<file path="src/rtl/boot_overlay_pkg.sv">
package boot_overlay_pkg;

  // Overlay phase: counting accesses, waiting for the last one to end, done.
  typedef enum logic [1:0] {
    ST_OVERLAY  = 2'd0,
    ST_FINAL    = 2'd1,
    ST_RELEASED = 2'd2
  } ovlState_t;

  // Strobes from control to datapath.
  typedef struct packed {
    logic countEn;
  } ctlStrobe_t;

endpackage

</file>
<file path="src/rtl/boot_overlay_dp.sv">
module boot_overlay_dp
  import boot_overlay_pkg::*;
#(
  parameter int ACCESS_COUNT = 4,
  parameter int SYNC_STAGES  = 2,
  localparam int CNT_W       = $clog2(ACCESS_COUNT + 1)
) (
  input  logic             clk,
  input  logic             powerOnClearN,
  input  logic             readStrobe,
  input  ctlStrobe_t       ctl,
  output logic             strobeRise,
  output logic             strobeFall,
  output logic             finalRise,
  output logic [CNT_W-1:0] accessCount
);

  localparam logic [CNT_W-1:0] LIMIT     = CNT_W'(ACCESS_COUNT);
  localparam logic [CNT_W-1:0] LAST_SEEN = CNT_W'(ACCESS_COUNT - 1);

  logic [SYNC_STAGES-1:0] syncChain;
  logic                   strobeNow;
  logic                   strobeLast;

  // Synchroniser chain, one flop per stage.
  for (genvar g = 0; g < SYNC_STAGES; g++) begin : g_sync
    if (g == 0) begin : g_first
      always_ff @(posedge clk or negedge powerOnClearN) begin
        if (!powerOnClearN) syncChain[0] <= 1'b0;
        else                syncChain[0] <= readStrobe;
      end
    end else begin : g_next
      always_ff @(posedge clk or negedge powerOnClearN) begin
        if (!powerOnClearN) syncChain[g] <= 1'b0;
        else                syncChain[g] <= syncChain[g-1];
      end
    end
  end

  assign strobeNow = syncChain[SYNC_STAGES-1];

  always_ff @(posedge clk or negedge powerOnClearN) begin
    if (!powerOnClearN) strobeLast <= 1'b0;
    else                strobeLast <= strobeNow;
  end

  assign strobeRise = strobeNow & ~strobeLast;
  assign strobeFall = ~strobeNow & strobeLast;

  // Access counter, saturating at the release count.
  always_ff @(posedge clk or negedge powerOnClearN) begin
    if (!powerOnClearN) begin
      accessCount <= '0;
    end else if (ctl.countEn && strobeRise && (accessCount != LIMIT)) begin
      accessCount <= accessCount + 1'b1;
    end
  end

  assign finalRise = ctl.countEn & strobeRise & (accessCount == LAST_SEEN);

endmodule

</file>
<file path="src/rtl/boot_overlay_ctl.sv">
module boot_overlay_ctl
  import boot_overlay_pkg::*;
(
  input  logic       clk,
  input  logic       powerOnClearN,
  input  logic       finalRise,
  input  logic       strobeFall,
  input  logic       enableSw,
  input  logic       extPhantom,
  output ctlStrobe_t ctl,
  output logic       overlayActive,
  output logic       phantomOut
);

  ovlState_t state;
  ovlState_t stateNext;

  always_comb begin
    stateNext = state;
    unique case (state)
      ST_OVERLAY:  if (finalRise)  stateNext = ST_FINAL;
      ST_FINAL:    if (strobeFall) stateNext = ST_RELEASED;
      ST_RELEASED: stateNext = ST_RELEASED;
      default:     stateNext = ST_OVERLAY;
    endcase
  end

  always_ff @(posedge clk or negedge powerOnClearN) begin
    if (!powerOnClearN) state <= ST_OVERLAY;
    else                state <= stateNext;
  end

  always_comb begin
    ctl         = '0;
    ctl.countEn = (state == ST_OVERLAY);
  end

  assign overlayActive = (state != ST_RELEASED);
  assign phantomOut    = enableSw ? overlayActive : extPhantom;

endmodule

</file>
<file path="src/rtl/boot_overlay_seq.sv">
module boot_overlay_seq
  import boot_overlay_pkg::*;
#(
  parameter int ACCESS_COUNT = 4,
  parameter int SYNC_STAGES  = 2,
  localparam int CNT_W       = $clog2(ACCESS_COUNT + 1)
) (
  input  logic clk,
  input  logic powerOnClearN,
  input  logic readStrobe,
  input  logic enableSw,
  input  logic extPhantom,
  output logic phantomOut
);

  ctlStrobe_t       ctl;
  logic             strobeRise;
  logic             strobeFall;
  logic             finalRise;
  logic             overlayActive;
  logic [CNT_W-1:0] accessCount;

  boot_overlay_dp #(
    .ACCESS_COUNT(ACCESS_COUNT),
    .SYNC_STAGES (SYNC_STAGES)
  ) dp_i (
    .clk          (clk),
    .powerOnClearN(powerOnClearN),
    .readStrobe   (readStrobe),
    .ctl          (ctl),
    .strobeRise   (strobeRise),
    .strobeFall   (strobeFall),
    .finalRise    (finalRise),
    .accessCount  (accessCount)
  );

  boot_overlay_ctl ctl_i (
    .clk          (clk),
    .powerOnClearN(powerOnClearN),
    .finalRise    (finalRise),
    .strobeFall   (strobeFall),
    .enableSw     (enableSw),
    .extPhantom   (extPhantom),
    .ctl          (ctl),
    .overlayActive(overlayActive),
    .phantomOut   (phantomOut)
  );

endmodule

</file>
<file path="config.mk">
export PLATFORM = sky130hd
export DESIGN_NAME = boot_overlay_seq
export DESIGN_NICKNAME = d
export VERILOG_FILES = /design/src/rtl/boot_overlay_pkg.sv /design/src/rtl/boot_overlay_dp.sv /design/src/rtl/boot_overlay_ctl.sv /design/src/rtl/boot_overlay_seq.sv
export SDC_FILE = /design/constraint.sdc
export NUM_CORES = 1
export LEC_CHECK = 0
export ABC_AREA = 1
export BUFFER_PORTS_ARGS = -buffer_cell sky130_fd_sc_hd__buf_4
export CORE_AREA = 2 2 39 41
export CTS_CLUSTER_DIAMETER = 50
export DETAILED_ROUTE_END_ITERATION = 12
export DIE_AREA = 0 0 41 43
export SLEW_MARGIN = 20
export SYNTH_ARGS = -nofsm -noshare
export SYNTH_HDL_FRONTEND = slang
export SYNTH_SLANG_ARGS = --single-unit
</file>
<file path="constraint.sdc">
create_clock -name clk -period 2.5 [get_ports clk]
set_clock_uncertainty 0.15 [all_clocks]
set_input_delay 0.125 -clock clk [delete_from_list [all_inputs] [get_ports clk]]
set_output_delay 0.125 -clock clk [all_outputs]
set_load 0.1 [all_outputs]
</file>
==> impl_metrics.prom <==
# TYPE chip_impl_metric gauge
chip_impl_metric{name="grt_overflow",unit=""} 0
chip_impl_info{name="synth_top_flop_cell",value="sky130_fd_sc_hd__dfrtp_1"} 1
chip_impl_info{name="hp-class",value="in2async"} 1
chip_impl_metric{name="post_synth_edffs",unit=""} 0
chip_impl_metric{name="ctsLongestPathBuffers",unit=""} 2
chip_impl_metric{name="synth_top_area_share",unit="%"} 46.5
chip_impl_metric{name="power_leakage",unit="nW"} 0.283
chip_impl_metric{name="pwr-share-clk",unit="%"} 17.2
chip_impl_metric{name="layout-area-overhead-vs-synth",unit="%"} 23.3
chip_impl_metric{name="global_route_wire_length_before_repair",unit="um"} 972
chip_impl_metric{name="timing.final.hold_violations",unit=""} 0
chip_impl_metric{name="die_area",unit="um2"} 1760
chip_impl_metric{name="antenna_violations_before_repair",unit=""} 0
chip_impl_info{name="ys_top_cells_by_area",value="sky130_fd_sc_hd__dfrtp_1 47%, sky130_fd_sc_hd__ha_1 20%, sky130_fd_sc_hd__nand2_1 7.0%"} 1
chip_impl_metric{name="max_cap_violations",unit=""} 0
chip_impl_metric{name="critical_path_buf_inv_count",unit=""} 2
chip_impl_metric{name="switchingPower",unit="W"} 0.000217
chip_impl_metric{name="numPlacedInstances",unit=""} 65
chip_impl_metric{name="finalCritPeriodShare",unit="%"} 63.7
chip_impl_info{name="worstReg2RegStart",value="dp_i.accessCount[0]"} 1
chip_impl_metric{name="setup_total_negative_slack",unit="ns"} 0
chip_impl_metric{name="critical_path_required",unit="ns"} 2.23
chip_impl_info{name="rsz0062_at_grt",value="false"} 1
chip_impl_metric{name="initialDrtViolationCount",unit=""} 0
chip_impl_info{name="ys_top_cells_by_count",value="8 x sky130_fd_sc_hd__dfrtp_1, 8 x sky130_fd_sc_hd__nand2_1, 7 x sky130_fd_sc_hd__ha_1"} 1
chip_impl_metric{name="timing.critical_path.slowest_cell_delay",unit="ns"} 0.37
chip_impl_metric{name="slew-limit-headroom",unit="%"} 81.5
chip_impl_metric{name="num_vias",unit=""} 283
chip_impl_metric{name="ys_ff_latch",unit=""} 8
chip_impl_metric{name="synth_async_sr_flop_share",unit="%"} 100
chip_impl_info{name="outcome",value="complete, no violations"} 1
chip_impl_metric{name="wire_per_inst",unit="um"} 7.53
chip_impl_info{name="path_cells",value="inv_1 > ha_1 > a21oi_1 > buf_4"} 1
chip_impl_metric{name="worst-slew-pin-transition",unit="ns"} 0.280
chip_impl_metric{name="final_nets",unit=""} 68
chip_impl_metric{name="rows",unit=""} 14
chip_impl_metric{name="sequentialPowerShare",unit="%"} 37.9
chip_impl_info{name="crit_path_top_delay_cell",value="sky130_fd_sc_hd__dfrtp_1"} 1
chip_impl_metric{name="clock_sinks",unit=""} 8
chip_impl_metric{name="number_of_buffers_inserted_to_repair_setup_after_cts",unit=""} 0
chip_impl_metric{name="drc_errors",unit=""} 0
chip_impl_metric{name="syn_nets",unit=""} 56
chip_impl_metric{name="syn-instance-count",unit=""} 44
chip_impl_metric{name="numCtsBuffers",unit=""} 3
chip_impl_metric{name="post_layout_power",unit="W"} 0.000541
chip_impl_metric{name="place.port_buffers",unit=""} 5
chip_impl_metric{name="coreArea",unit="um2"} 1380
chip_impl_info{name="clock_tree.root_cell",value="sky130_fd_sc_hd__clkbuf_4"} 1
chip_impl_info{name="worstSetupStartpointType",value="register"} 1
chip_impl_metric{name="num_io_pins",unit=""} 6
chip_impl_metric{name="aggregate_global_route_resource_usage",unit="%"} 8.35
chip_impl_metric{name="internal_power",unit="W"} 0.000324
chip_impl_metric{name="post_synth.cell_area_avg",unit="um2"} 9.78
chip_impl_metric{name="ant_nets",unit=""} 0
chip_impl_metric{name="hpwl",unit="um"} 437
chip_impl_metric{name="r2r_setup_slk",unit="ns"} 1.14
chip_impl_info{name="critical-path-top-delay-family",value="buffers and inverters"} 1
chip_impl_metric{name="yosys_warnings",unit=""} 0
chip_impl_metric{name="power_per_cell_area",unit="nW/um2"} 1020
chip_impl_metric{name="crit_path_arrival_time",unit="ns"} 1.32
chip_impl_info{name="synth.largest_area_cell",value="sky130_fd_sc_hd__dfrtp_1"} 1
chip_impl_metric{name="number_of_h_tree_levels",unit=""} 1
chip_impl_metric{name="final.min_clock_period",unit="ns"} 1.59
chip_impl_metric{name="maximum_number_of_pins_on_one_net_before_global_route_repair",unit=""} 9
chip_impl_metric{name="wirelength",unit="um"} 527
chip_impl_metric{name="routed_via_density",unit=""} 4.04
chip_impl_metric{name="path_max_fanout",unit=""} 3
chip_impl_metric{name="power.share.combinational",unit="%"} 44.9
chip_impl_info{name="worst_setup_path_end_kind",value="primary output"} 1
chip_impl_metric{name="synth.distinct_cells",unit=""} 14
chip_impl_metric{name="setup_viol_count_final",unit=""} 0
chip_impl_metric{name="drv_slew",unit=""} 0
chip_impl_metric{name="netlist_area",unit="um2"} 430
chip_impl_metric{name="synth-seq-area-share",unit="%"} 46.5
chip_impl_metric{name="fin_cells",unit=""} 70
chip_impl_metric{name="gp_congestion",unit=""} 0.630
chip_impl_info{name="path_class",value="reg2out"} 1
chip_impl_metric{name="antenna_cells",unit=""} 0
chip_impl_metric{name="drt_first_pass_iters",unit=""} 1
chip_impl_metric{name="power.switching_fraction",unit="%"} 40.1
chip_impl_metric{name="cts.clk_slew.worst_paths",unit="ns"} 0.05
chip_impl_metric{name="floorplan.die.height",unit="um"} 43
chip_impl_metric{name="worst-r2r-cell-count",unit=""} 7
chip_impl_info{name="worstReg2RegEnd",value="ctl_i.state[0]"} 1
chip_impl_metric{name="vdd.ir_drop.worst",unit="mV"} 0.495
chip_impl_metric{name="clock_latency",unit="ns"} 0.25
chip_impl_metric{name="via_count_of_the_first_global_routing_pass",unit=""} 258
chip_impl_metric{name="start_util",unit="%"} 31.1
chip_impl_metric{name="final_layout_size_suffix_gt1_share",unit="%"} 24.1
chip_impl_info{name="cts_tree",value="built"} 1
chip_impl_metric{name="chipWidth",unit="um"} 41
chip_impl_metric{name="max_clock_freq",unit="GHz"} 0.628
## repair_timing
action	CTS	global route
hold buffers	2	0
endpoints found under the setup margin	0	0
hold endpoints to repair	9	0
resized for setup	0	0
## layer usage
layer,track usage (%),wire (um),share of wire [%],vias up
li1,-,-,-,156
met4,6.00,0,0,0
met5,0,0,0,-
met2,11.9,222,42,5
met3,3.14,29,5.5,0
met1,9.76,275,52,122
## worst max path at each step
stage	start	endpoint	slack, ns	cells after the start
CTS	ctl_i.state[0]	phantomOut	0.89	4
detailed placement	dp_i.accessCount[0]	ctl_i.state[0]	1.13	7
finish	ctl_i.state[0]	phantomOut	0.91	4
floorplan	ctl_i.state[0]	phantomOut	0.16	3
global placement	dp_i.accessCount[0]	ctl_i.state[1]	1.16	7
global route	ctl_i.state[0]	phantomOut	0.84	4
## registers in the layout, summed over array words and instances, names as in the netlist
register and count:
dp_i.syncChain 1, ctl_i.state 2, dp_i.accessCount 3, dp_i.strobeLast 1, dp_i.strobeNow 1
## cell type report
| cell class | instances | area [um2] |
|---|---|---|
| fillers | 150 | 853 |
| flip-flops and latches | 8 | 200 |
| multi-input cells | 27 | 196 |
| repair buffers | 7 | 57.6 |
| inverters | 9 | 33.8 |
| clock buffers | 3 | 22.5 |
| well taps | 16 | 20.0 |
## stage by stage
stage	hold WS, ns	util [%]	setup WS (ns)	area, um2
CTS	0.0692	38.3	0.890	531
detailed placement	-0.206	35.3	1.13	488
floorplan	-0.321	-	0.161	430
global placement	-0.204	35.3	1.16	488
global route	0.0833	38.3	0.842	531
finish	0.0766	38.3	0.907	531
## layout by cell type, fill, tap and decap left out, types with 3 or more instances in the layout
| cell | netlist | final |
|---|---|---|
| sky130_fd_sc_hd__buf_4 | 0 | 5 |
| sky130_fd_sc_hd__clkbuf_4 | 0 | 3 |
| sky130_fd_sc_hd__dfrtp_1 | 8 | 8 |
| sky130_fd_sc_hd__ha_1 | 7 | 7 |
| sky130_fd_sc_hd__inv_1 | 6 | 6 |
| sky130_fd_sc_hd__nand2_1 | 8 | 8 |
## worst register-to-register path, delay by kind of cell, from the launching register on
kind	cells	cell delay [ns]
AOI/OAI and AO/OA	1	0.17
adders and majority gates	2	0.30
buffers and inverters	1	0.06
DFF	1	0.38
and+or+nand+nor	3	0.20
## cells by family after synthesis
logic type | after synthesis | share of synthesized area, %
xor+xnor | 1 | 2.04
compound gates | 5 | 7.27
flops | 8 | 46.5
simple gates | 14 | 16.0
buf+inv | 9 | 7.85
fa+ha+maj | 7 | 20.3
## power groups by stage
| stage | registers, W | clock network (W) | logic, W |
|---|---|---|---|
| 6_report | 0.000205 | 0.0000930 | 0.000243 |
| 5_1_grt | 0.000213 | 0.000108 | 0.000283 |
| 4_1_cts | 0.000204 | 0.0000971 | 0.000249 |
| 3_5_place_dp | 0.000207 | 0 | 0.000244 |
| 3_3_place_gp | 0.000205 | 0 | 0.000245 |
| 2_1_floorplan | 0.000200 | 0 | 0.000200 |
Note: power is estimated with default switching activity, not from simulation.
